## src/rtl/syn_hunt_rx_pkg.sv

```systemverilog
package syn_hunt_rx_pkg;
  typedef enum logic [1:0] {
    ST_HUNT = 2'd0,
    ST_SYN2 = 2'd1,
    ST_SYNC = 2'd2
  } rx_state_e;

  typedef enum logic [1:0] {
    PAR_NONE  = 2'd0,
    PAR_EVEN  = 2'd1,
    PAR_ODD   = 2'd2,
    PAR_FORCE = 2'd3
  } par_mode_e;
endpackage

```

## src/rtl/syn_hunt_rx_window.sv

```systemverilog
module syn_hunt_rx_window
  import syn_hunt_rx_pkg::*;
#(
  parameter int DATA_W = 8,
  parameter int CNT_W  = 4
) (
  input  logic              clk_i,
  input  logic              rst_ni,
  input  logic              bit_en_i,
  input  logic              rx_i,
  input  logic [CNT_W-1:0]  clen_i,
  input  logic [CNT_W-1:0]  flen_i,
  input  logic [1:0]        par_mode_i,
  input  logic              force_val_i,
  output logic [DATA_W-1:0] data_o,
  output logic              par_err_o
);
  localparam int HIST_W = DATA_W + 1;

  logic [HIST_W-1:0] hist_q;
  logic [HIST_W-1:0] hist_nxt;
  logic              par_bit;
  logic              ones;

  // newest bit at index 0
  assign hist_nxt = {hist_q[HIST_W-2:0], rx_i};

  always_ff @(posedge clk_i or negedge rst_ni) begin
    if (!rst_ni)       hist_q <= '1;
    else if (bit_en_i) hist_q <= hist_nxt;
  end

  // oldest bit of the frame is data bit 0
  always_comb begin
    data_o = '0;
    for (int k = 0; k < DATA_W; k++) begin
      if (k < int'(clen_i)) data_o[k] = hist_nxt[int'(flen_i) - 1 - k];
    end
  end

  assign par_bit = hist_nxt[0];
  assign ones    = ^data_o;

  always_comb begin
    case (par_mode_e'(par_mode_i))
      PAR_EVEN:  par_err_o = ones ^ par_bit;
      PAR_ODD:   par_err_o = ~(ones ^ par_bit);
      PAR_FORCE: par_err_o = par_bit ^ force_val_i;
      default:   par_err_o = 1'b0;
    endcase
  end
endmodule

```

## src/rtl/syn_hunt_rx_cmp.sv

```systemverilog
module syn_hunt_rx_cmp #(
  parameter int DATA_W  = 8,
  parameter int CNT_W   = 4,
  parameter int NUM_PAT = 2
) (
  input  logic [DATA_W-1:0]              data_i,
  input  logic [CNT_W-1:0]               clen_i,
  input  logic [NUM_PAT-1:0][DATA_W-1:0] pat_i,
  output logic [NUM_PAT-1:0]             match_o
);
  logic [DATA_W-1:0] mask;

  always_comb begin
    mask = '0;
    for (int k = 0; k < DATA_W; k++) mask[k] = (k < int'(clen_i));
  end

  for (genvar p = 0; p < NUM_PAT; p++) begin : g_pat
    assign match_o[p] = ((data_i ^ pat_i[p]) & mask) == '0;
  end
endmodule

```

## src/rtl/syn_hunt_rx_sync_out.sv

```systemverilog
module syn_hunt_rx_sync_out (
  input  logic clk_i,
  input  logic rst_ni,
  input  logic bit_en_i,
  input  logic hunt_i,
  input  logic set_i,
  output logic sync_o
);
  logic pend_q;

  always_ff @(posedge clk_i or negedge rst_ni) begin
    if (!rst_ni) begin
      pend_q <= 1'b0;
      sync_o <= 1'b0;
    end else if (hunt_i) begin
      pend_q <= 1'b0;
      sync_o <= 1'b0;
    end else if (bit_en_i) begin
      sync_o <= pend_q;
      pend_q <= set_i;
    end else begin
      sync_o <= 1'b0;
    end
  end

  AST_SYNC_ONE_CYCLE: assert property (@(posedge clk_i) disable iff (!rst_ni)
    sync_o |=> !sync_o);
  AST_SYNC_ON_STROBE: assert property (@(posedge clk_i) disable iff (!rst_ni)
    $rose(sync_o) |-> $past(bit_en_i) && !$past(hunt_i));
endmodule

```

## src/rtl/syn_hunt_rx.sv

```systemverilog
module syn_hunt_rx
  import syn_hunt_rx_pkg::*;
#(
  parameter int DATA_W = 8,
  parameter int MIN_W  = 5,
  parameter int LEN_W  = 2
) (
  input  logic              clk_i,
  input  logic              rst_ni,
  input  logic              bit_en_i,
  input  logic              rx_i,
  input  logic              hunt_i,
  input  logic              ext_en_i,
  input  logic              ext_sync_ni,
  input  logic              two_syn_i,
  input  logic              strip_i,
  input  logic [LEN_W-1:0]  len_code_i,
  input  logic [1:0]        par_mode_i,
  input  logic              force_val_i,
  input  logic [DATA_W-1:0] syn1_i,
  input  logic [DATA_W-1:0] syn2_i,
  output logic              char_valid_o,
  output logic [DATA_W-1:0] char_o,
  output logic              par_err_o,
  output logic              sync_o
);
  localparam int CNT_W   = $clog2(DATA_W + 2);
  localparam int NUM_PAT = 2;

  rx_state_e                      state_q, state_d;
  logic [CNT_W-1:0]               cnt_q, cnt_d;
  logic [CNT_W-1:0]               clen, flen;
  logic                           par_on;
  logic [DATA_W-1:0]              win_data;
  logic                           win_perr;
  logic [NUM_PAT-1:0][DATA_W-1:0] pats;
  logic [NUM_PAT-1:0]             match;
  logic                           last_bit;
  logic                           emit;
  logic                           detect;

  assign par_on  = par_mode_i != 2'd0;
  assign clen    = CNT_W'(MIN_W) + CNT_W'(len_code_i);
  assign flen    = clen + CNT_W'(par_on);
  assign pats[0] = syn1_i;
  assign pats[1] = syn2_i;

  syn_hunt_rx_window #(.DATA_W(DATA_W), .CNT_W(CNT_W)) u_window (
    .clk_i       (clk_i),
    .rst_ni      (rst_ni),
    .bit_en_i    (bit_en_i),
    .rx_i        (rx_i),
    .clen_i      (clen),
    .flen_i      (flen),
    .par_mode_i  (par_mode_i),
    .force_val_i (force_val_i),
    .data_o      (win_data),
    .par_err_o   (win_perr)
  );

  syn_hunt_rx_cmp #(.DATA_W(DATA_W), .CNT_W(CNT_W), .NUM_PAT(NUM_PAT)) u_cmp (
    .data_i  (win_data),
    .clen_i  (clen),
    .pat_i   (pats),
    .match_o (match)
  );

  syn_hunt_rx_sync_out u_sync (
    .clk_i    (clk_i),
    .rst_ni   (rst_ni),
    .bit_en_i (bit_en_i),
    .hunt_i   (hunt_i),
    .set_i    (detect),
    .sync_o   (sync_o)
  );

  assign last_bit = cnt_q == (flen - 1'b1);

  always_comb begin
    state_d = state_q;
    cnt_d   = cnt_q;
    emit    = 1'b0;
    detect  = 1'b0;
    if (bit_en_i) begin
      case (state_q)
        ST_HUNT: begin
          // bit-wise search; external sync wins
          if (ext_en_i && !ext_sync_ni) begin
            state_d = ST_SYNC;
            cnt_d   = '0;
          end else if (match[0]) begin
            cnt_d = '0;
            if (two_syn_i) begin
              state_d = ST_SYN2;
            end else begin
              state_d = ST_SYNC;
              detect  = 1'b1;
            end
          end
        end
        ST_SYN2: begin
          if (last_bit) begin
            cnt_d = '0;
            if (match[1]) begin
              state_d = ST_SYNC;
              detect  = 1'b1;
            end else begin
              state_d = ST_HUNT;
            end
          end else begin
            cnt_d = cnt_q + 1'b1;
          end
        end
        ST_SYNC: begin
          if (last_bit) begin
            cnt_d  = '0;
            emit   = !(strip_i && (match[0] || (two_syn_i && match[1])));
            detect = match[0];
          end else begin
            cnt_d = cnt_q + 1'b1;
          end
        end
        default: begin
          state_d = ST_HUNT;
          cnt_d   = '0;
        end
      endcase
    end
    if (hunt_i) begin
      state_d = ST_HUNT;
      cnt_d   = '0;
      emit    = 1'b0;
      detect  = 1'b0;
    end
  end

  always_ff @(posedge clk_i or negedge rst_ni) begin
    if (!rst_ni) begin
      state_q      <= ST_HUNT;
      cnt_q        <= '0;
      char_valid_o <= 1'b0;
      char_o       <= '0;
      par_err_o    <= 1'b0;
    end else begin
      state_q      <= state_d;
      cnt_q        <= cnt_d;
      char_valid_o <= emit;
      par_err_o    <= emit & win_perr;
      if (emit) char_o <= win_data;
    end
  end

  AST_VALID_ONE_CYCLE: assert property (@(posedge clk_i) disable iff (!rst_ni)
    char_valid_o |=> !char_valid_o);
  AST_CHAR_ONLY_SYNCED: assert property (@(posedge clk_i) disable iff (!rst_ni)
    char_valid_o |-> $past(state_q) == ST_SYNC);
  AST_HUNT_DROPS_ALIGN: assert property (@(posedge clk_i) disable iff (!rst_ni)
    hunt_i |=> state_q == ST_HUNT && !char_valid_o && !sync_o);
  AST_PERR_WITH_CHAR: assert property (@(posedge clk_i) disable iff (!rst_ni)
    par_err_o |-> char_valid_o);
  AST_CNT_IN_FRAME: assert property (@(posedge clk_i) disable iff (!rst_ni)
    state_q != ST_HUNT |-> cnt_q < flen);
endmodule

```

## config.mk

```make
export PLATFORM = sky130hd
export DESIGN_NAME = syn_hunt_rx
export DESIGN_NICKNAME = d
export VERILOG_FILES = /design/src/rtl/syn_hunt_rx_pkg.sv /design/src/rtl/syn_hunt_rx_window.sv /design/src/rtl/syn_hunt_rx_cmp.sv /design/src/rtl/syn_hunt_rx_sync_out.sv /design/src/rtl/syn_hunt_rx.sv
export SDC_FILE = /design/constraint.sdc
export NUM_CORES = 1
export LEC_CHECK = 0
export BUFFER_PORTS_ARGS = -buffer_cell sky130_fd_sc_hd__clkbuf_2
export CAP_MARGIN = 25
export CORE_UTILIZATION = 55
export CTS_CLUSTER_SIZE = 8
export DETAILED_ROUTE_END_ITERATION = 8
export PLACE_DENSITY = 0.84
export SLEW_MARGIN = 25
export SYNTH_ARGS = -nofsm -noshare
export SYNTH_HDL_FRONTEND = slang
export SYNTH_SLANG_ARGS = --single-unit
```

## constraint.sdc

```tcl
create_clock -name clk_i -period 6 [get_ports clk_i]
set_input_delay 1.2 -clock clk_i [delete_from_list [all_inputs] [get_ports clk_i]]
set_output_delay 1.2 -clock clk_i [all_outputs]
set_load 0.02 [all_outputs]
```

### Word level (Yosys, flattened, before mapping)

Index checks and enable logic that the tools add are counted.
Widths: inputs -> output; s select.

* register bits: 26
* bits of input ports: 30
* output and inout bits: 11
* logic and storage cells: 130

* add/sub/neg operators: 12
* $lt $le $gt $ge: 16
* equality and inequality tests: 9
* mux-type cells: 62
* bitwise operators: 8
* reduce and logical (&&, ||, !) cells: 15

Operators with widths (number)
* $lt 32x6->1 const B: 8
* $sub 32x4->32 const B: 4
* $sub 32x3->32 const B: 2
* $mux 1: 38
* $bmux 1 s4: 8
* $sub 32x2->32 const B: 1
* $mux 4: 5
* $and 8x8->8: 2
* $logic_not 8->1: 2
* $lt 3x4->1 const A: 4
* $xor 8x8->8: 2
* $mux 2: 7
* $lt 1x4->1 const A: 2
* $lt 2x4->1 const A: 2
* $pmux 4 s2: 1
* $reduce_xor 8->1: 1
* $eq 2x2->1 const B: 3
* $pmux 1 s3: 2
* $pmux 2 s3: 1
* $sub 4x1->5 const B: 1
* $add 3x2->4 const A: 1
* $add 4x1->4: 1
* $add 4x1->4 const B: 1
* $eq 2x1->1 const B: 2
* 16 further kinds: 21

### Logic depth before layout (Yosys ltp)

* depth after elaboration: 20
* depth in mapped cells: 16
* gate-level depth less buffers: 14

### Modules after synthesis

From an unflattened synthesis, not the netlist that was laid out.

* cell total of the unflattened synthesis: 293
* area, all modules: 2871.5 um^2

By module, submodules not included
* syn_hunt_rx_window: instances 1, cells an instance 146, area an instance 1423.9 um^2, sequential area each 210.2 um^2
* syn_hunt_rx: instances 1, cells an instance 97, area an instance 1064.8 um^2, sequential area each 400.4 um^2
* syn_hunt_rx_cmp: instances 1, cells an instance 44, area an instance 311.5 um^2, sequential area each 0.0 um^2
* syn_hunt_rx_sync_out: instances 1, cells an instance 6, area an instance 71.3 um^2, sequential area each 50.0 um^2

### Worst setup path before layout

OpenSTA, ideal clock, no wires.

* kind: input-to-reg
* start: input par_mode_i[1]
* end: register state_q[1]
* setup time: 0.128 ns
* arrival: 4.815 ns
* required time: 5.872 ns
* path slack: 1.057 ns
* cell stages on the path: 15
* buffers on the path: 1
* path through: or2_2 > ha_1 > inv_1 > fa_1 > buf_4 > or3b_2 > o32a_1 > o221ai_1 > o211ai_1 > xor2_1 > o2111ai_1 > a2111oi_4 > o21ai_1 > o31ai_2 > mux2_1

* word-level cells in the longest chain between the ends: 16
* elaborated cells between the ends (all ways): 58
* those cells by class: 10 x add/sub; 3 x eq/ne; 37 x mux; 4 x bitwise; 4 x reduce/logical

Ends and longest elaborated chain
* start, declared: RTL line syn_hunt_rx.sv:18 `input logic [1:0] par_mode_i,`
* $reduce_bool 2->1 (*): RTL line syn_hunt_rx.sv:42 `assign par_on = par_mode_i != 2'd0;`
* $add 4x1->4 (*): RTL line syn_hunt_rx.sv:44 `assign flen = clen + CNT_W'(par_on);`
* $sub 4x1->5: RTL line syn_hunt_rx_window.sv:37 `if (k < int'(clen_i)) data_o[k] = hist_nxt[int'(flen_i) - 1 - k];`
* $sub 32x2->32 (tied with other cells): RTL line syn_hunt_rx_window.sv:37
* $bmux 1 s4: RTL line syn_hunt_rx_window.sv:37
* $mux 1 (implied by the code) (2 in series): RTL line syn_hunt_rx_window.sv:37
* $mux 1: RTL line syn_hunt_rx_window.sv:37
* $xor 8x8->8: RTL line syn_hunt_rx_cmp.sv:19 `assign match_o[p] = ((data_i ^ pat_i[p]) & mask) == '0;`
* $and 8x8->8: RTL line syn_hunt_rx_cmp.sv:19
* $logic_not 8->1: RTL line syn_hunt_rx_cmp.sv:19
* $mux 2: RTL line syn_hunt_rx.sv:104 `if (match[1]) begin`
* $mux 2: RTL line syn_hunt_rx.sv:102 `if (last_bit) begin`
* $pmux 2 s3: RTL line syn_hunt_rx.sv:85 `case (state_q)`
* $mux 2: RTL line syn_hunt_rx.sv:84 `if (bit_en_i) begin`
* $mux 2: RTL line syn_hunt_rx.sv:129 `if (hunt_i) begin`
* end signal, assigned: RTL line syn_hunt_rx.sv:145 `state_q <= state_d;`
* end, declared: RTL line syn_hunt_rx.sv:30 `rx_state_e state_q, state_d;`

Every way passes the cells marked *; elsewhere a longest branch is shown, timed or not. The select of a mux whose other input is x is not followed.
A chain may end at the register's enable or synchronous reset.

### Worst setup path after layout

Same ends and word-level chain as after synthesis.

==> impl_results.md <==
- Fraction of synthesis flops using an asynchronous set or reset pin: 1.00
- Clock Skews: 0.00922 ns
- Width of the die: 70.3 microns
- Post-route antenna net violation count: 0
- Worst supply voltage drop on vdd: 0.136 mV
- Max-capacitance violation count: 0
- Remaining design rule violation count: 0
- Startpoint types: input pin
- Clk root buf: sky130_fd_sc_hd__clkbuf_8
- Placement Rows: 24
- Final slew viol count: 0
- Static Leakage: 0.00132 uW
- Maximum buffer depth of the clock tree: 2
- Switching fraction of total power: 0.406
- Clock buffers created by TritonCTS: 3
- Hold Violations, Final: 0
- Detail-routed net length per standard cell: 15.4 microns
- Clock transition at the registers of the reported paths: ~0.10 ns
- Internal power: 534 uW
- Worst setup path class: in2reg
- Fraction of layout cells with a size suffix above 1: 0.306
- List of cells traversed by the critical path: clkbuf_2 -> or2_2 -> ha_1 -> inv_1 -> fa_1 -> buf_4 -> or3b_2 -> o32a_1 -> o221ai_1 -> o211ai_1 -> xor2_1 -> o2111ai_1 -> a2111oi_4 -> o21ai_1 -> o31ai_2 -> mux2_1
- Switching power: 365 uW
- Total number of H-tree levels: 1
- Starting Density: 0.581
- Detailed-route wire length: around 5500 microns
- Post-synthesis average cell area: 9.75 sq um
- Path class of the lowest-slack min-delay path: reg2reg
- Fraction of the cycle the final worst path needs: 0.863
- Post-synthesis register bit count: 26
- Fmax: a little under 200 MHz
- Cell family contributing the most delay on the critical path: compound AO/OA/AOI/OAI gates
- Wire length of the first global-routing pass: 9080 microns
- Number of buffer and inverter instances along the worst setup path: 3
- Pin count of the biggest net entering global routing: 27
- Delay contributed by the slowest stage of the critical path: slightly above 0.5 ns
- Minimum clock period: 5.18 ns
- Net total in the final layout: ~350
- Number of buffers inserted by hold repair at cts: 0
- Number of distinct library cell variants in the gate-level netlist after synthesis: 67
- Power density cells: 311 nW/um^2
- Ports placed on the boundary: 41
- Number of diodes: 0
- Layout filler cell count: ~350
- Cells after Synth: 263
- Transition time of the tightest slew-check pin: between 0.7 and 0.8 ns
- Power share of the clock group: 0.164
- Utilization of the core after routing: 0.655
- Total iterations of the first detailed-routing run: 4
- Post-synth design cell area: 2560 sq um
- Number of antenna violations at the first check in global routing: 0
- Worst-path maximum fanout: 19
- Layout-stage area growth over the synthesis result: 12.8%
- Share of the yosys chip area belonging to registers: 0.258
- Critical Path Slowest Stage Cell: sky130_fd_sc_hd__or3b_2
- Overall die height: 70.3 microns
- Worst-case headroom to the max-slew limit: 0.526
- Sequential group share of total power: 0.285
- CTS tree: yes
- Synth Flop Type: sky130_fd_sc_hd__dfrtp_1
- Core ar.: between 4000 and 5000 sq um
- Latest clock arrival within the worst-skew pair: 0.28 ns
- Number of resized instances in the post-cts repair step: 0
- Post-CTS Setup Inserts: 0
- Area of all placed cells without fillers: around 2900 sq um
- Global routing usage summed across all routing layers: 0.227
- Combinational share of power: 0.550
- Number of sinks handled by clock tree synthesis: 26
- Status: completed
- GPL Wtd Cong: 0.833
- Vias in the first global route: 1949
- Count of final setup violators: 0
- Number of DRC markers after the initial detailed-route iteration: 80
- DR vias/cell: between 5 and 6
- Unrepaired setup endpoints after global routing: false
- Syn nets: between 300 and 400
- Post-detail-place hpwl: 4350 microns
- Number of buffers added on ports: 40
- Count of warnings emitted by yosys: 0
- Number of synthesized flops with an enable pin: 0
- Grt total ovfl: 0
- Total cell area at the placement stage: 2820 sq um
- Via count: 2094
- Overall die area: between 4000 and 5000 sq um
- Data arrival time of the worst path: 5.35 ns
- Post-route setup TNS: 0 ns
- Kind of end point of the critical path: flop
- Required time worst endpoint: 6.17 ns
metal layers:
layer / global-route usage / wire (microns) / vias up
met3: 0.0260 / 208 / 12
met2: 0.384 / 2660 / 55
met4: 0.0689 / 112 / 0
li1: - / - / 1038
met5: 0 / 0 / -
met1: 0.302 / 2490 / 989
layout make-up:
class / count / area [sq um] / area share
clock buffer: 3 / 41.3 / 0.0143
tap: 52 / 65.1 / 0.0225
timing repair buffer: 46 / 245 / 0.0848
inverter: 19 / 71.3 / 0.0247
multi-input combinational: 209 / 1780 / 0.615
clock inverter: 1 / 30.0 / 0.0104
sequential: 26 / 661 / 0.228
cells in the final DEF (no fill, tap or decap), types with 2 or more instances in the layout:
master and n:
sky130_fd_sc_hd__clkbuf_8 3, sky130_fd_sc_hd__xor2_1 7, sky130_fd_sc_hd__dfrtp_1 18, sky130_fd_sc_hd__or3_1 3, sky130_fd_sc_hd__nor2b_1 5, sky130_fd_sc_hd__nand3b_1 2
sky130_fd_sc_hd__mux4_2 3, sky130_fd_sc_hd__mux2_2 17, sky130_fd_sc_hd__ha_1 11, sky130_fd_sc_hd__clkbuf_2 40, sky130_fd_sc_hd__o21ai_1 4, sky130_fd_sc_hd__mux2i_1 14
sky130_fd_sc_hd__xnor2_1 28, sky130_fd_sc_hd__o21ai_0 9, sky130_fd_sc_hd__a22oi_1 3, sky130_fd_sc_hd__fa_1 2, sky130_fd_sc_hd__nor2_1 15, sky130_fd_sc_hd__o32a_1 2
sky130_fd_sc_hd__nand3_1 5, sky130_fd_sc_hd__a21oi_2 2, sky130_fd_sc_hd__and3_1 5, sky130_fd_sc_hd__nand2_1 14, sky130_fd_sc_hd__nand2b_1 2, sky130_fd_sc_hd__a21o_1 2
sky130_fd_sc_hd__dfstp_2 8, sky130_fd_sc_hd__o211ai_1 3, sky130_fd_sc_hd__o2111ai_1 2, sky130_fd_sc_hd__a2111oi_4 2, sky130_fd_sc_hd__inv_1 19, sky130_fd_sc_hd__buf_4 6
sky130_fd_sc_hd__o221ai_1 2, sky130_fd_sc_hd__nor3_1 3, sky130_fd_sc_hd__o21a_1 3, sky130_fd_sc_hd__a21oi_1 6, sky130_fd_sc_hd__a211o_1 2
cell families (layout without fill, tap and decap cells):
family / count (synthesis) / after routing / share of synthesized area
flops: 26 / 26 / 0.258
xor+xnor: 35 / 35 / 0.120
buf+inv: 28 / 69 / 0.0488
compound gates: 57 / 57 / 0.193
simple gates: 69 / 69 / 0.152
fa+ha+maj: 13 / 13 / 0.0693
mux: 35 / 35 / 0.160
synthesized netlist by cell type, drive strengths merged, types with 3 or more instances:
library cell / instances / area [sq um]
a2111oi: 3 / 70.1
a21oi: 8 / 47.6
a22oi: 3 / 22.5
and3: 5 / 31.3
buf: 7 / 46.3
dfrtp: 18 / 450
dfstp: 8 / 210
ha: 11 / 138
inv: 19 / 71.3
mux2: 18 / 203
mux2i: 14 / 140
mux4: 3 / 67.6
nand2: 14 / 52.6
nand2b: 3 / 26.3
nand3: 5 / 25.0
nor2: 15 / 56.3
nor2b: 5 / 31.3
nor3: 4 / 25.0
o2111ai: 3 / 43.8
o211ai: 3 / 22.5
o21a: 3 / 22.5
o21ai: 13 / 65.1
or3: 4 / 30.0
xnor2: 28 / 245
xor2: 7 / 61.3
power by group through the flow:
stage,clock network [uW],registers [uW],logic (uW)
2_1_floorplan,0,272,365
3_3_place_gp,0,257,477
3_5_place_dp,0,259,489
4_1_cts,149,256,492
5_1_grt,157,261,532
6_report,148,256,494
per-stage QoR:
step	power (uW)	instances	hold WS, ns	setup WS, ns
5_1_grt	950	356	0.528	0.594
2_1_floorplan	637	263	0.490	1.06
3_3_place_gp	734	352	0.487	0.581
3_5_place_dp	748	352	0.494	0.579
6_report	898	356	0.511	0.820
4_1_cts	897	356	0.515	0.855
sequential cells by signal (all words and copies together), names as in the netlist:
signal,flops
char_o,8
state_q,2
u_sync.sync_o,1
par_err_o,1
u_window.hist_q,8
u_sync.pend_q,1
cnt_q,4
char_valid_o,1
worst paths after layout:
check,from,endpoint,slack [ns],cells past startpoint
max,par_mode_i[1],state_q[1]$_DFFE_PN0P_,0.82,16
min reg2reg,char_o[0]$_DFFE_PN0P_,char_o[0]$_DFFE_PN0P_,0.51,1
min,char_o[0]$_DFFE_PN0P_,char_o[0]$_DFFE_PN0P_,0.51,1
max in group asynchronous,rst_ni,cnt_q[3]$_DFFE_PN0P_,4.66,1
min in group asynchronous,rst_ni,state_q[1]$_DFFE_PN0P_,0.92,1
max reg2reg,u_window.hist_q[7]$_DFFE_PN1P_,state_q[1]$_DFFE_PN0P_,2.49,10
No activity file was read; power rests on OpenSTA's default activity.
